$ cat src/rtl/rtc_pkg.sv
package rtc_pkg;

    localparam int MIN_W  = 7;
    localparam int HOUR_W = 6;
    localparam int DAY_W  = 6;
    localparam int MON_W  = 5;
    localparam int TIME_W = MIN_W + HOUR_W + DAY_W + MON_W;

    typedef enum logic [1:0] {
        FLD_MIN   = 2'd0,
        FLD_HOUR  = 2'd1,
        FLD_DAY   = 2'd2,
        FLD_MONTH = 2'd3
    } fld_e;

    typedef enum logic [1:0] {
        CAL_IDLE  = 2'd0,
        CAL_HOUR  = 2'd1,
        CAL_DAY   = 2'd2,
        CAL_MONTH = 2'd3
    } cal_state_e;

    // one-step BCD increment of a two-digit value
    function automatic logic [7:0] bcd_inc(input logic [7:0] v);
        logic [7:0] r;
        if (v[3:0] >= 4'd9) r = {v[7:4] + 4'd1, 4'd0};
        else                r = v + 8'd1;
        return r;
    endfunction

    // last day of a BCD month with a fixed 28-day February
    function automatic logic [DAY_W-1:0] last_day(input logic [MON_W-1:0] mo);
        logic [DAY_W-1:0] d;
        case (mo)
            5'h02:                      d = 6'h28;
            5'h04, 5'h06, 5'h09, 5'h11: d = 6'h30;
            default:                    d = 6'h31;
        endcase
        return d;
    endfunction

endpackage

$ cat src/rtl/rtc_prescaler.sv
module rtc_prescaler #(
    parameter int PRESC_W  = 15,
    parameter int TRIM_BIT = 7
) (
    input  logic clk,
    input  logic rst_n,
    input  logic osc_en,
    output logic trim_out,
    output logic sec_out,
    output logic sec_fall
);

    logic [PRESC_W-1:0] div_q;

    always_ff @(posedge clk) begin
        if (!rst_n)      div_q <= '0;
        else if (osc_en) div_q <= div_q + 1'b1;
    end

    assign trim_out = div_q[TRIM_BIT];
    assign sec_out  = div_q[PRESC_W-1];
    // the top bit drops when the all-ones value rolls over
    assign sec_fall = osc_en && (&div_q);

    p_hold_r12: assert property (@(posedge clk) disable iff (!rst_n)
        !osc_en |=> ($stable(trim_out) && $stable(sec_out)));

    p_sec_fall_r2: assert property (@(posedge clk) disable iff (!rst_n)
        sec_fall |=> !sec_out);

endmodule

$ cat src/rtl/rtc_minute_wave.sv
module rtc_minute_wave #(
    parameter int HALF_MIN_SECS = 30
) (
    input  logic clk,
    input  logic rst_n,
    input  logic sec_out,
    input  logic sec_fall,
    output logic min_out,
    output logic min_tick
);

    localparam int SC_W = (HALF_MIN_SECS > 2) ? $clog2(HALF_MIN_SECS) : 1;
    localparam logic [SC_W-1:0] SC_LAST = SC_W'(HALF_MIN_SECS - 1);

    logic [SC_W-1:0] sc_q;
    logic            min_q;
    logic            half_done;

    assign half_done = sec_fall && (sc_q == SC_LAST);

    always_ff @(posedge clk) begin
        if (!rst_n) begin
            sc_q  <= '0;
            min_q <= 1'b0;
        end else begin
            if (half_done)     sc_q <= '0;
            else if (sec_fall) sc_q <= sc_q + 1'b1;
            if (half_done)     min_q <= ~min_q;
        end
    end

    assign min_out  = min_q;
    // falling edge of the minute wave advances the calendar
    assign min_tick = half_done && min_q;

    p_min_on_sec_fall_r3: assert property (@(posedge clk) disable iff (!rst_n)
        (min_out != $past(min_out)) |-> ($past(sec_out) && !sec_out));

    p_tick_on_high_r4: assert property (@(posedge clk) disable iff (!rst_n)
        min_tick |=> !min_out);

endmodule

$ cat src/rtl/rtc_calendar.sv
module rtc_calendar
    import rtc_pkg::*;
(
    input  logic              clk,
    input  logic              rst_n,
    input  logic              min_tick,
    input  logic              wr_en,
    input  fld_e              wr_sel,
    input  logic [7:0]        wr_data,
    output logic [TIME_W-1:0] time_word
);

    cal_state_e state_q, state_nx;

    logic [MIN_W-1:0]  min_q,  min_nx;
    logic [HOUR_W-1:0] hr_q,   hr_nx;
    logic [DAY_W-1:0]  day_q,  day_nx;
    logic [MON_W-1:0]  mon_q,  mon_nx;

    logic hit_min, hit_hr, hit_day, hit_mon;
    logic step_min, step_hr, step_day, step_mon;
    logic wrap_min, wrap_hr, wrap_day, wrap_mon;

    assign hit_min = wr_en && (wr_sel == FLD_MIN);
    assign hit_hr  = wr_en && (wr_sel == FLD_HOUR);
    assign hit_day = wr_en && (wr_sel == FLD_DAY);
    assign hit_mon = wr_en && (wr_sel == FLD_MONTH);

    assign wrap_min = (min_q >= 7'h59);
    assign wrap_hr  = (hr_q  >= 6'h23);
    assign wrap_day = (day_q >= last_day(mon_q));
    assign wrap_mon = (mon_q >= 5'h12);

    // state register
    always_ff @(posedge clk) begin
        if (!rst_n) state_q <= CAL_IDLE;
        else        state_q <= state_nx;
    end

    // step enables and next state
    always_comb begin
        state_nx = CAL_IDLE;
        step_min = 1'b0;
        step_hr  = 1'b0;
        step_day = 1'b0;
        step_mon = 1'b0;
        unique case (state_q)
            CAL_IDLE: begin
                if (min_tick) begin
                    step_min = 1'b1;
                    if (wrap_min && !hit_min) state_nx = CAL_HOUR;
                end
            end
            CAL_HOUR: begin
                step_hr = 1'b1;
                if (wrap_hr && !hit_hr) state_nx = CAL_DAY;
            end
            CAL_DAY: begin
                step_day = 1'b1;
                if (wrap_day && !hit_day) state_nx = CAL_MONTH;
            end
            CAL_MONTH: begin
                step_mon = 1'b1;
            end
            default: state_nx = CAL_IDLE;
        endcase
    end

    // field next values: host write first, then the step
    always_comb begin
        min_nx = min_q;
        hr_nx  = hr_q;
        day_nx = day_q;
        mon_nx = mon_q;

        if (hit_min)       min_nx = wr_data[MIN_W-1:0];
        else if (step_min) min_nx = wrap_min ? '0 : MIN_W'(bcd_inc({1'b0, min_q}));

        if (hit_hr)        hr_nx = wr_data[HOUR_W-1:0];
        else if (step_hr)  hr_nx = wrap_hr ? '0 : HOUR_W'(bcd_inc({2'b0, hr_q}));

        if (hit_day)       day_nx = wr_data[DAY_W-1:0];
        else if (step_day) day_nx = wrap_day ? DAY_W'(1) : DAY_W'(bcd_inc({2'b0, day_q}));

        if (hit_mon)       mon_nx = wr_data[MON_W-1:0];
        else if (step_mon) mon_nx = wrap_mon ? MON_W'(1) : MON_W'(bcd_inc({3'b0, mon_q}));
    end

    always_ff @(posedge clk) begin
        if (!rst_n) begin
            min_q <= '0;
            hr_q  <= '0;
            day_q <= DAY_W'(1);
            mon_q <= MON_W'(1);
        end else begin
            min_q <= min_nx;
            hr_q  <= hr_nx;
            day_q <= day_nx;
            mon_q <= mon_nx;
        end
    end

    assign time_word = {mon_q, day_q, hr_q, min_q};

    p_tick_idle_r4: assert property (@(posedge clk) disable iff (!rst_n)
        min_tick |-> (state_q == CAL_IDLE));

    p_min_wrap_r4: assert property (@(posedge clk) disable iff (!rst_n)
        (min_tick && min_q == 7'h59 && !hit_min) |=> (min_q == '0 && state_q == CAL_HOUR));

    p_hr_wrap_r5: assert property (@(posedge clk) disable iff (!rst_n)
        (state_q == CAL_HOUR && hr_q == 6'h23 && !hit_hr) |=> (hr_q == '0));

    p_feb_wrap_r7: assert property (@(posedge clk) disable iff (!rst_n)
        (state_q == CAL_DAY && mon_q == 5'h02 && (day_q == 6'h28 || day_q == 6'h29) && !hit_day)
        |=> (day_q == 6'h01 && state_q == CAL_MONTH));

    p_mon_wrap_r8: assert property (@(posedge clk) disable iff (!rst_n)
        (state_q == CAL_MONTH && mon_q == 5'h12 && !hit_mon) |=> (mon_q == 5'h01));

    p_write_min_r10: assert property (@(posedge clk) disable iff (!rst_n)
        hit_min |=> (min_q == $past(wr_data[MIN_W-1:0])));

    p_write_day_r10: assert property (@(posedge clk) disable iff (!rst_n)
        hit_day |=> (day_q == $past(wr_data[DAY_W-1:0])));

endmodule

$ cat src/rtl/rtc_time_counter.sv
module rtc_time_counter #(
    parameter int PRESC_W       = 15,
    parameter int TRIM_BIT      = 7,
    parameter int HALF_MIN_SECS = 30
) (
    input  logic        clk,
    input  logic        rst_n,
    input  logic        osc_en,
    input  logic        wr_en,
    input  logic [1:0]  wr_sel,
    input  logic [7:0]  wr_data,
    output logic        trim_out,
    output logic        sec_out,
    output logic        min_out,
    output logic [23:0] time_word
);

    import rtc_pkg::*;

    logic sec_fall;
    logic min_tick;
    fld_e sel_fld;

    assign sel_fld = fld_e'(wr_sel);

    rtc_prescaler #(
        .PRESC_W  (PRESC_W),
        .TRIM_BIT (TRIM_BIT)
    ) u_presc (
        .clk      (clk),
        .rst_n    (rst_n),
        .osc_en   (osc_en),
        .trim_out (trim_out),
        .sec_out  (sec_out),
        .sec_fall (sec_fall)
    );

    rtc_minute_wave #(
        .HALF_MIN_SECS (HALF_MIN_SECS)
    ) u_minw (
        .clk      (clk),
        .rst_n    (rst_n),
        .sec_out  (sec_out),
        .sec_fall (sec_fall),
        .min_out  (min_out),
        .min_tick (min_tick)
    );

    rtc_calendar u_cal (
        .clk       (clk),
        .rst_n     (rst_n),
        .min_tick  (min_tick),
        .wr_en     (wr_en),
        .wr_sel    (sel_fld),
        .wr_data   (wr_data),
        .time_word (time_word)
    );

    p_reset_word_r11: assert property (@(posedge clk)
        !rst_n |=> (time_word == 24'h082000 && !sec_out && !min_out && !trim_out));

endmodule

$ cat config.mk
export PLATFORM = sky130hd
export DESIGN_NAME = rtc_time_counter
export DESIGN_NICKNAME = d
export VERILOG_FILES = /design/src/rtl/rtc_pkg.sv /design/src/rtl/rtc_prescaler.sv /design/src/rtl/rtc_minute_wave.sv /design/src/rtl/rtc_calendar.sv /design/src/rtl/rtc_time_counter.sv
export SDC_FILE = /design/constraint.sdc
export NUM_CORES = 1
export LEC_CHECK = 0
export BUFFER_PORTS_ARGS = -buffer_cell sky130_fd_sc_hd__buf_2
export CORE_ASPECT_RATIO = 1.2
export CORE_MARGIN = 5
export CORE_UTILIZATION = 45
export CTS_CLUSTER_DIAMETER = 100
export CTS_CLUSTER_SIZE = 16
export DETAILED_ROUTE_END_ITERATION = 8
export GPL_ROUTABILITY_DRIVEN = 1
export SETUP_SLACK_MARGIN = 0.2
export SYNTH_ARGS = -nofsm -noshare
export SYNTH_HDL_FRONTEND = slang
export SYNTH_HIERARCHICAL = 1
export SYNTH_SLANG_ARGS = --single-unit
$ cat constraint.sdc
create_clock -name clk -period 3.85 [get_ports clk]
set_clock_uncertainty 0.15 [all_clocks]
set_input_delay 0.1925 -clock clk [delete_from_list [all_inputs] [get_ports clk]]
set_output_delay 0.1925 -clock clk [all_outputs]
set_load 0.02 [all_outputs]
Yosys cells after proc, flatten, opt, wreduce, memory -nomap -nowiden
Index checks and enable logic that the tools add are counted.

word-level totals
  bits in registers = 47
  input port bits = 14
  output and inout bits = 27
  word-level logic and storage cells = 89

cells by class
  add/sub/neg operators = 10
  magnitude comparators = 8
  eq/ne operators = 12
  muxes and demuxes = 27
  bitwise operators = 2
  reductions and logical operators = 22

operator list
  operator                                                         number
  6-bit 2-to-1 mux                                                 8
  7-bit 2-to-1 mux                                                 4
  5-bit 2-to-1 mux                                                 4
  4-bit >= comparator, second input constant                       4
  15-bit by 1-bit adder with 15-bit output, second input constant  1
  15-bit AND reduction                                             1
  6-bit by 1-bit adder with 6-bit output, second input constant    2
  5-bit by 1-bit adder with 5-bit output, second input constant    2
  5-bit by 3-bit == test with 1-bit output, second input constant  2
  5-bit == test, second input constant                             2
  1-bit logical AND                                                10
  5-bit case mux with 2 select lines                               1
  2-bit == test, second input constant                             4
  2-bit nonzero test                                               4
  7-bit by 1-bit adder with 7-bit output, second input constant    1
  7-bit >= comparator, second input constant                       1
  6-bit >= comparator                                              1
  6-bit >= comparator, second input constant                       1
  1-bit 2-to-1 mux                                                 6
  2-bit 2-to-1 mux                                                 3
  2-bit case mux with 3 select lines                               1
  5-bit by 2-bit == test with 1-bit output, second input constant  1
  5-bit by 4-bit == test with 1-bit output, second input constant  1
  5-bit >= comparator, second input constant                       1
  other kinds (9)                                                  15

Logic depth before layout (Yosys ltp)
Gate-level depths: netlist (run 1).

  depth in word-level cells = 8
  mapped depth = 12
  depth with buffers taken out = 11

Hierarchy
Netlist (run 1), hierarchy kept.

by module, submodules not included
  module           instances  cells an instance  area each (sq um)  seq. area each (sq um)
  rtc_calendar     1          239                1925.6             520.5
  rtc_prescaler    1          81                 754.5              300.3
  rtc_minute_wave  1          31                 295.3              120.1

Worst setup path after synthesis (run 1)
OpenSTA, ideal clock, no wires.

  path kind = register -> register
  start = register u_presc.div_q[7]
  end = register u_cal.min_q[3]
  library setup time = 95 ps
  data arrival time = 2888 ps
  data required time = 3605 ps
  slack = 717 ps
  stages on the path, launching flop included = 12
  buffers on the path = 1
  period minus slack after synthesis = 3133 ps
  cell sequence = dfxtp_1 > nand4_2 > nor4_1 > and2_1 > buf_6 > nand3_2 > nor2_1 > and2_1 > or3b_2 > nor2_1 > a31oi_1 > a221oi_1

between the ends
  longest elaborated chain between the ends = 7

ends and longest elaborated chain
  element                              RTL line                text
  start: declaration                   rtc_prescaler.sv:13     logic [PRESC_W-1:0] div_q;
  start signal: assignment             rtc_prescaler.sv:17     else if (osc_en) div_q <= div_q + 1'b1;
  15-bit AND reduction                 rtc_prescaler.sv:23     assign sec_fall = osc_en && (&div_q);
  1-bit logical AND                    rtc_prescaler.sv:23
  named net sec_fall                   rtc_time_counter.sv:20  logic sec_fall;
  1-bit logical AND                    rtc_minute_wave.sv:19   assign half_done = sec_fall && (sc_q == SC_LAST);
  1-bit logical AND                    rtc_minute_wave.sv:34   assign min_tick = half_done && min_q;
  named net min_tick                   rtc_time_counter.sv:21  logic min_tick;
  1-bit 2-to-1 mux                     rtc_calendar.sv:49      if (min_tick) begin
  1-bit 2-to-1 mux                     rtc_calendar.sv:47      unique case (state_q)
  2-bit nonzero test (no source line)  --
  end signal: assignment               rtc_calendar.sv:96      min_q <= min_nx;
  end: declaration                     rtc_calendar.sv:15      logic [MIN_W-1:0] min_q, min_nx;

The timed path passes the listed nets, and every way through them passes these cells.
A chain may end at the register's enable or synchronous reset.

Worst setup path after layout (run 1)
  start = register u_presc.div_q[5]
  end = register u_cal.min_q[6]

Same word-level chain as after synthesis.

==> flow_metrics.tcl, run 1 <==
set metrics [dict create \
    num_vias 2687 \
    swShare 0.259 \
    wl_per_cell_um 14.7 \
    diodes 0 \
    power.share.clock 0.356 \
    muxShareOfSynthArea 0.0235 \
    vias_per_cell 5.69 \
    syn2layout_area_growth_pct 12.2 \
    synth_edf_count 0 \
    synth_seq_cells 47 \
    grt_overflow_total 0 \
    critPathKind "reg -> reg" \
    synth-xor-area-share 0.0324 \
    cts_tree "built" \
    synth_fa_ha_area_frac 0.0967 \
    start_util 0.462 \
    cts_buffers 5 \
    grt_usage 0.163 \
    cts_root_buffer "clkbuf_8" \
    core_area_um2 6450 \
    ff2ff_setup_slack_ns 0.53 \
    path_buf_inv 0 \
    status "finished, final reports clean" \
    synthesis.area_um2 2980 \
    setup_slack_ns 0.530 \
    ant_nets 0 \
    drtIter0Drc 91 \
    setup_viol 0 \
    gp_congestion 0.793 \
    synth_cell_type_count 63 \
    start_kind "register" \
    num_rows 32 \
    cp_top_family "simple AND/OR/NAND/NOR gates" \
    fillers 651 \
    insertion_delay_ns 0.30 \
    pwr-share-seq 0.526 \
    io_buffers 39 \
    worst_ep_arrival_time_ns 3.38 \
    worst_slew_pin_slew_ns 0.648 \
    hpwl_mm 5.02 \
    slowest_delay_ns 0.46 \
    ir_drop_v 0.000159 \
    hold_viol_final 0 \
    grt_pass1_wl_mm 11.5 \
    maxCapViolations 0 \
    avgSynthCellArea_um2 8.48 \
    ff2ff_path_depth 10 \
    synth_compound_area_frac 0.207 \
    synthArstFlopShare 0 \
    yosysWarnings 6 \
    layout_min_cycle_time_ns 3.32 \
    clock-sinks 47 \
    die_w_um 84.2 \
    synth_commonest_cells "47 x dfxtp_1, 33 x nand2_1, 23 x ha_1, 17 x inv_1, 17 x nor2_1" \
    hold_path_depth 2 \
    slew-limit-headroom 0.565 \
    p_sw_uw 256 \
    power_uw 990 \
    cp.depth 10 \
    antenna_found_initial 0 \
    drt_wl_total_mm 6.94 \
    crit_fanout 7 \
    synth_seq_area_share 0.316 \
    yosys.area.top_type "dfxtp_1" \
    intPower_uw 734 \
    synth_most_common_cell "dfxtp_1" \
    synth_flop_cell "dfxtp_1" \
    crit_slowest_cell "or3b_2" \
    rsz0062_at_grt "no" \
    crit_top_cell "and2_1" \
    p_leak_uw 0.00129 \
    required_ns 3.91 \
    timing.final.crit_share 0.862 \
    synth_top_area_share 0.316 \
    max_freq_ghz 0.301 \
    syn_nets 388 \
    p_per_area_nw_per_um2 297 \
    synth_top_family_by_area "simple AND/OR/NAND/NOR gates" \
    worst_setup_path_end_kind "register" \
    grt_pass1_vias 2456 \
    die_h_um 99.1 \
    dieArea_um2 8350 \
    preCtsSetupSlack_ns 0.395 \
    p_comb_frac 0.118 \
    synth-simple-area-share 0.281 \
    grt_max_degree 34 \
    drive_gt1_frac 0.173 \
    clkTransAtPathRegs_ns 0.08 \
    drt-pass1-iter-count 4 \
    syn_inst 351 \
    hp-class "in -> reg" \
    tns_ns 0 \
    drc_errors 0 \
    synth_area_leaders "dfxtp_1 32%, ha_1 9.7%, nand2_1 4.2%" \
    htree_levels 2 \
    ioPinCount 41 \
    maxSlewViolCount 0 \
    final_net_count 424 \
    path_cells "nand4_2 > nor4_2 > and2_1 > nand3_2 > nor2_1 > and2_1 > or3b_2 > or2_0 > or3_1 > a31oi_1" \
    clockBufferDepth 2 \
]
==> stage by stage <==
| stage | cell area, um2 | hold slack [ns] | cells | utilization |
|---|---|---|---|---|
| floorplan | 2980 | 0.160 | 351 | - |
| global placement | 3230 | 0.306 | 465 | 0.501 |
| detailed placement | 3230 | 0.315 | 465 | 0.501 |
| CTS | 3330 | 0.0207 | 472 | 0.517 |
| global route | 3340 | 0.0255 | 472 | 0.518 |
| finish | 3340 | 0.0392 | 472 | 0.518 |
==> final timing paths <==
kind / from / endpoint
worst max-delay path: u_presc/div_q[5]$_SDFFE_PN0P_ / u_cal/min_q[6]$_SDFFE_PN0P_
worst min-delay path: wr_data[0] / u_cal/day_q[0]$_SDFFE_PN1P_
worst max register to register: u_presc/div_q[5]$_SDFFE_PN0P_ / u_cal/min_q[6]$_SDFFE_PN0P_
worst min register to register: u_presc/div_q[10]$_SDFFE_PN0P_ / u_presc/div_q[10]$_SDFFE_PN0P_
==> sequential cells by signal (all words and copies together) (netlist names) <==
signal	flops
u_cal/day_q	6
u_presc/div_q	15
u_minw/sc_q	5
u_cal/min_q	7
u_minw/min_out	1
u_cal/mon_q	5
u_cal/state_q	2
u_cal/hr_q	6
==> repair_timing <==
item	4_1_cts	5_1_grt
endpoints found under the hold margin	0	0
gates resized for setup	0	1
hold buffers	0	0
endpoints found under the setup margin	0	2
setup buffers	0	0
==> routing by layer <==
| layer | GRT usage | share of wire |
|---|---|---|
| met1 | 0.198 | 0.45 |
| met5 | 0 | 0 |
| met3 | 0.0426 | 0.044 |
| met2 | 0.290 | 0.50 |
| met4 | 0.0322 | 0.0062 |
==> logic make-up after synthesis <==
kind of cell,count (synthesis)
AO/OA/AOI/OAI,87
XOR/XNOR,11
adder cells (fa/ha/maj),23
buffers and inverters,30
flip-flops,47
multiplexers,7
AND/OR/NAND/NOR,146
==> layout make-up <==
type,count,area [um2],area share
sequential,47,941,0.282
clock inverter,1,30.0,0.00899
tap,85,106,0.0318
multi-input combinational,274,1910,0.572
clock buffer,6,72.6,0.0217
inverter,18,67.6,0.0202
timing repair buffer,41,210,0.0629
==> power groups by stage <==
stage | clock (uW) | combinational [uW] | sequential, uW
after floorplan | 0 | 66.2 | 540
after global placement | 0 | 116 | 532
after detailed placement | 0 | 117 | 532
after CTS | 366 | 118 | 521
after global routing | 383 | 131 | 524
final | 352 | 117 | 521
==> layout by cell type, fill, tap and decap left out, types with 4 or more instances in the layout <==
master,Yosys,final
nand2b_1,9,9
ha_1,23,23
nor2_1,17,17
nor2b_1,5,5
mux2i_1,7,7
and3_1,6,6
buf_2,1,39
a22oi_1,6,6
a21oi_1,16,16
dfxtp_1,47,47
and2_1,9,9
xnor2_1,5,5
nand4_1,16,16
or3b_2,6,6
o21ai_0,14,14
nor4_1,5,4
nand2_1,33,33
nand3_1,16,16
inv_1,17,17
nor3_1,4,4
xor2_1,6,6
clkbuf_8,0,5
a31oi_1,15,15
==> worst reg2reg max path, cell delays in order, from the launching register on <==
cell	delay (ns)
dfxtp_1	0.43
nand4_2	0.21
nor4_2	0.42
and2_1	0.35
nand3_2	0.14
nor2_1	0.18
and2_1	0.15
or3b_2	0.46
or2_0	0.25
or3_1	0.35
a31oi_1	0.15
(Power assumes the default switching activity.)
==> inputs of run 2 (changes only) <==
Settings changed: REMOVE_ABC_BUFFERS set to 1, SKIP_LAST_GASP set to 1.
==> run 2 against run 1 <==
Against the previous run: worst setup slack improved by 0.14 ns; sequential power barely moved; first-iteration DRC count rose by 51%; sequential share of layout area fell by 0.074 points; via count rose by 1.1%; largest power group unchanged; core utilization rose by 0.14 points; clock-buffer cell count rose by 1; register-to-register slack improved by 0.14 ns; largest cell class unchanged; critical path type unchanged.
==> flow_metrics.tcl, run 2 (synthesis gave the netlist of run 1 again) <==
set metrics [dict create \
    status "finished, final reports clean" \
    hold_end "u_cal/day_q[0]$_SDFFE_PN1P_" \
    ant_nets 0 \
    worst_setup_path_end_kind "register" \
    p_per_area_nw_per_um2 290 \
    grt_pass1_vias 2485 \
    post_cts_buffers 0 \
    ir_drop_v 0.000161 \
    final_cell_mix "47 x dfxtp_1, 39 x buf_2, 33 x nand2_1" \
    clkTransAtPathRegs_ns 0.09 \
    grt_overflow_total 0 \
    p_leak_uw 0.00130 \
    drt_wl_total_mm 6.90 \
    drc_errors 0 \
    regMostFlops "u_presc/div_q" \
    vias_per_cell 5.73 \
    maxCapViolations 0 \
    maxSlewViolCount 0 \
    grt_pass1_wl_mm 11.6 \
    ff2ff_path_depth 11 \
    grt_max_degree 34 \
    cts_buffers 5 \
    power_uw 971 \
    drive_gt1_frac 0.180 \
    num_vias 2716 \
    min_from "wr_data[0]" \
    drtIter0Drc 137 \
    io_buffers 39 \
    rsz0062_at_grt "no" \
    largest_register_ffs 15 \
    reg_top3 "u_presc/div_q (15), u_cal/min_q (7)" \
    preCtsSetupSlack_ns 0.498 \
    setup_slack_ns 0.673 \
    timing.final.crit_share 0.825 \
    required_ns 3.91 \
    worst_slew_pin_slew_ns 0.614 \
    start_util 0.462 \
    critPathKind "reg -> reg" \
    worst_ep_arrival_time_ns 3.24 \
    insertion_delay_ns 0.30 \
    diodes 0 \
    drt-pass1-iter-count 4 \
    crit_fanout 5 \
    hp-class "in -> reg" \
    ioPinCount 41 \
    tns_ns 0 \
    wl_per_cell_um 14.5 \
    layout_min_cycle_time_ns 3.18 \
    ff2ff_setup_slack_ns 0.67 \
    rr_endpoint "u_cal/min_q[6]$_SDFFE_PN0P_" \
    post-route-util 0.519 \
    start_kind "register" \
    grt_usage 0.165 \
    hold_viol_final 0 \
    r2r-start "u_presc/div_q[0]$_SDFFE_PN0P_" \
    cts_root_buffer "clkbuf_8" \
    core_area_um2 6450 \
    clockBufferDepth 2 \
    htree_levels 2 \
    clock-sinks 47 \
    die_h_um 99.1 \
    dieArea_um2 8350 \
    hold_path_depth 2 \
    final_net_count 425 \
    gp_congestion 0.814 \
    syn2layout_area_growth_pct 12.5 \
    num_rows 32 \
    max_freq_ghz 0.315 \
    setup_viol 0 \
    cts_tree "built" \
    antenna_found_initial 0 \
    final_common_cell "dfxtp_1" \
    die_w_um 84.2 \
    slew-limit-headroom 0.588 \
    hpwl_mm 5.08 \
]
-- run 2: changes by cell type in the layout (fill, tap and decap cells not counted), sizes merged --
| cell | change |
|---|---|
| bufinv | -1 |
| buf | +1 |
| clkinvlp | +1 |
| clkbuf | +1 |
-- run 2: timing repair --
| action | in CTS | in global routing |
|---|---|---|
| endpoints found under the setup margin | 0 | 1 |
| hold buffers | 0 | 0 |
| resized for setup | 0 | 1 |
-- run 2: power breakdown --
| group | internal (uW) | switching [uW] | total, uW |
|---|---|---|---|
| logic | 44.6 | 72.0 | 117 |
| clock network | 164 | 170 | 334 |
| registers | 499 | 21.9 | 521 |
-- run 2: worst max-delay path by stage --
stage          slack [ns]                          start                          end
3_3_place_gp         0.55  u_presc/div_q[0]$_SDFFE_PN0P_  u_cal/min_q[6]$_SDFFE_PN0P_
3_5_place_dp         0.50  u_presc/div_q[0]$_SDFFE_PN0P_  u_cal/min_q[6]$_SDFFE_PN0P_
6_report             0.67  u_presc/div_q[0]$_SDFFE_PN0P_  u_cal/min_q[6]$_SDFFE_PN0P_
4_1_cts              0.47  u_presc/div_q[0]$_SDFFE_PN0P_  u_cal/min_q[6]$_SDFFE_PN0P_
2_1_floorplan        0.66  u_presc/div_q[7]$_SDFFE_PN0P_  u_cal/min_q[3]$_SDFFE_PN0P_
5_1_grt              0.35  u_presc/div_q[0]$_SDFFE_PN0P_  u_cal/min_q[6]$_SDFFE_PN0P_
-- run 2: critical path: stages (launching register included) --
cell,delay [ns]
dfxtp_1,0.41
ha_1,0.28
nand4_1,0.14
nor4_2,0.23
and2_1,0.22
nand3_2,0.10
nor2_1,0.19
and2_1,0.15
or3b_2,0.46
or2_0,0.25
or3_1,0.36
a31oi_1,0.16
-- run 2: final cells by class --
class	count	area, um2
Multi-Input combinational cell	274	1910
Clock buffer	7	96.3
Sequential cell	47	941
Fill cell	657	3100
Clock inverter	1	7.51
Timing Repair Buffer	42	218
Tap cell	85	106
Inverter	18	67.6
-- run 2: per-layer routing --
metal / routed length, um / track usage
met3: 255 / 0.0268
met2: 3380 / 0.290
met1: 3220 / 0.214
met4: 44 / 0.0260
met5: 0 / 0
-- run 2: through the flow --
stage          instance area [um2]  instances  hold WS [ns]
2_1_floorplan                 2910        339         0.160
3_3_place_gp                  3240        466         0.308
3_5_place_dp                  3240        466         0.320
4_1_cts                       3340        474       0.00160
5_1_grt                       3350        474        0.0124
6_report                      3350        474        0.0151
==> inputs of run 3 (changes only) <==
Clock period 3.85 ns to 3.3 ns, I/O delays scaled along.
==> run 3 against run 2 <==
Against the previous run: fmax up 9.3%; clock power about the same; sequential share of layout area down 0.48 points; worst setup slack worse by 0.28 ns; via count up 0.96%; flip-flop and latch count unchanged; clock-buffer cell count down 2; combinational power up 23%; critical path type unchanged; largest cell class unchanged; largest power group unchanged.
==> flow_metrics.tcl, run 3 (synthesis gave the netlist of run 1 again) <==
set metrics [dict create \
    ioPinCount 41 \
    grt_max_degree 33 \
    grt_overflow_total 0 \
    drt-pass1-iter-count 4 \
    vias_per_cell 5.64 \
    die_h_um 99.1 \
    hp-class "in -> reg" \
    final_net_count 438 \
    required_ns 3.36 \
    clock-sinks 47 \
    hpwl_mm 5.13 \
    critPathKind "reg -> reg" \
    drtIter0Drc 121 \
    start_kind "register" \
    final_common_cell "dfxtp_1" \
    ir_drop_v 0.000252 \
    maxSlewViolCount 0 \
    tns_ns 0 \
    drt_wl_total_mm 7.16 \
    p_per_area_nw_per_um2 315 \
    wl_per_cell_um 14.7 \
    cts_root_buffer "clkbuf_8" \
    layout_min_cycle_time_ns 2.91 \
    die_w_um 84.2 \
    clockBufferDepth 2 \
    start_util 0.462 \
    grt_usage 0.173 \
    ff2ff_path_depth 12 \
    num_rows 32 \
    rsz0062_at_grt "no" \
    fillers 617 \
    dieArea_um2 8350 \
    worst_setup_path_end_kind "register" \
    num_vias 2742 \
    ant_nets 0 \
    highest_layer "met4" \
    status "finished, final reports clean" \
    power_uw 1090 \
    core_area_um2 6450 \
    diodes 0 \
    wl_met2_mm 3.34 \
    worst_slew_pin_slew_ns 0.656 \
    io_buffers 39 \
    p_leak_uw 0.00136 \
    insertion_delay_ns 0.30 \
    worst_ep_arrival_time_ns 2.96 \
    syn2layout_area_growth_pct 16.0 \
    regMostFlops "u_presc/div_q" \
    crit_fanout 4 \
    timing.final.crit_share 0.881 \
    final_cell_mix "41 x dfxtp_1, 39 x buf_2, 33 x nand2_1" \
    drc_errors 0 \
    route.layer.met1.wl_mm 3.40 \
    maxCapViolations 0 \
    post-route-util 0.536 \
    drive_gt1_frac 0.222 \
    clkTransAtPathRegs_ns 0.09 \
    grt_pass1_wl_mm 12.3 \
    cts_buffers 5 \
    largest_register_ffs 15 \
    met3_length_um 299 \
    max_freq_ghz 0.344 \
    grt_pass1_vias 2689 \
    gp_congestion 0.790 \
    htree_levels 2 \
    setup_viol 0 \
    slew-limit-headroom 0.560 \
    cts_tree "built" \
    hold_path_depth 3 \
    reg_top3 "u_presc/div_q (15), u_cal/min_q (7)" \
    hold_viol_final 0 \
    antenna_found_initial 0 \
]
-- run 3: per-layer routing --
layer,up-vias,track usage
met3,10,0.0251
met4,0,0.0557
met1,1272,0.227
met5,-,0
li1,1400,-
met2,60,0.291
-- run 3: path summary, 6_finish.rpt --
check	startpoint	end	slack [ns]
max	u_presc/div_q[0]$_SDFFE_PN0P_	u_cal/min_q[6]$_SDFFE_PN0P_	0.39
min	wr_data[6]	u_cal/min_q[6]$_SDFFE_PN0P_	0.02
max reg2reg	u_presc/div_q[0]$_SDFFE_PN0P_	u_cal/min_q[6]$_SDFFE_PN0P_	0.39
min reg2reg	u_presc/div_q[13]$_SDFFE_PN0P_	u_presc/div_q[13]$_SDFFE_PN0P_	0.33
-- run 3: stage by stage --
stage,instance area [um2],setup WS [ns],std cells,hold WS [ns]
after floorplan,2910,0.115,339,0.133
after global placement,3280,0.197,471,0.293
after detailed placement,3280,0.149,471,0.296
after CTS,3370,0.205,479,0.0111
after global routing,3450,0.223,486,0.0248
final,3450,0.393,486,0.0187
-- run 3: final cells by class --
class                   instances  area (um2)  share of cell area
repair buffers                 55         318              0.0921
flip-flops and latches         47         953               0.276
multi-input cells             274        1920               0.557
well taps                      85         106              0.0308
clock inverters                 2        13.8             0.00399
inverters                      18        67.6              0.0196
clock buffers                   5        68.8              0.0199
-- run 3: worst max-delay path, cell delays in order (launching register included) --
cell	delay, ns
dfxtp_4	0.37
ha_1	0.17
nand4_1	0.12
nor4_2	0.24
buf_4	0.16
and2_4	0.14
nand3_2	0.10
nor2_4	0.11
and2_1	0.13
or3b_4	0.37
or2_1	0.25
or3_1	0.35
a31oi_1	0.16
-- run 3: timing repair --
action                                 in CTS  in global routing
setup endpoints to repair                   1                  6
gates resized for setup                     3                 11
gates cloned                                0                  0
endpoints found under the hold margin       1                  0
hold buffers                                1                  0
setup buffers                               0                  7
pin swaps                                   0                  4
-- run 3: where the power goes --
part | switching, uW | internal (uW) | total (uW)
Sequential | 25.2 | 582 | 608
Combinational | 87.5 | 56.9 | 144
Clock | 192 | 145 | 337
Total | 304 | 784 | 1090
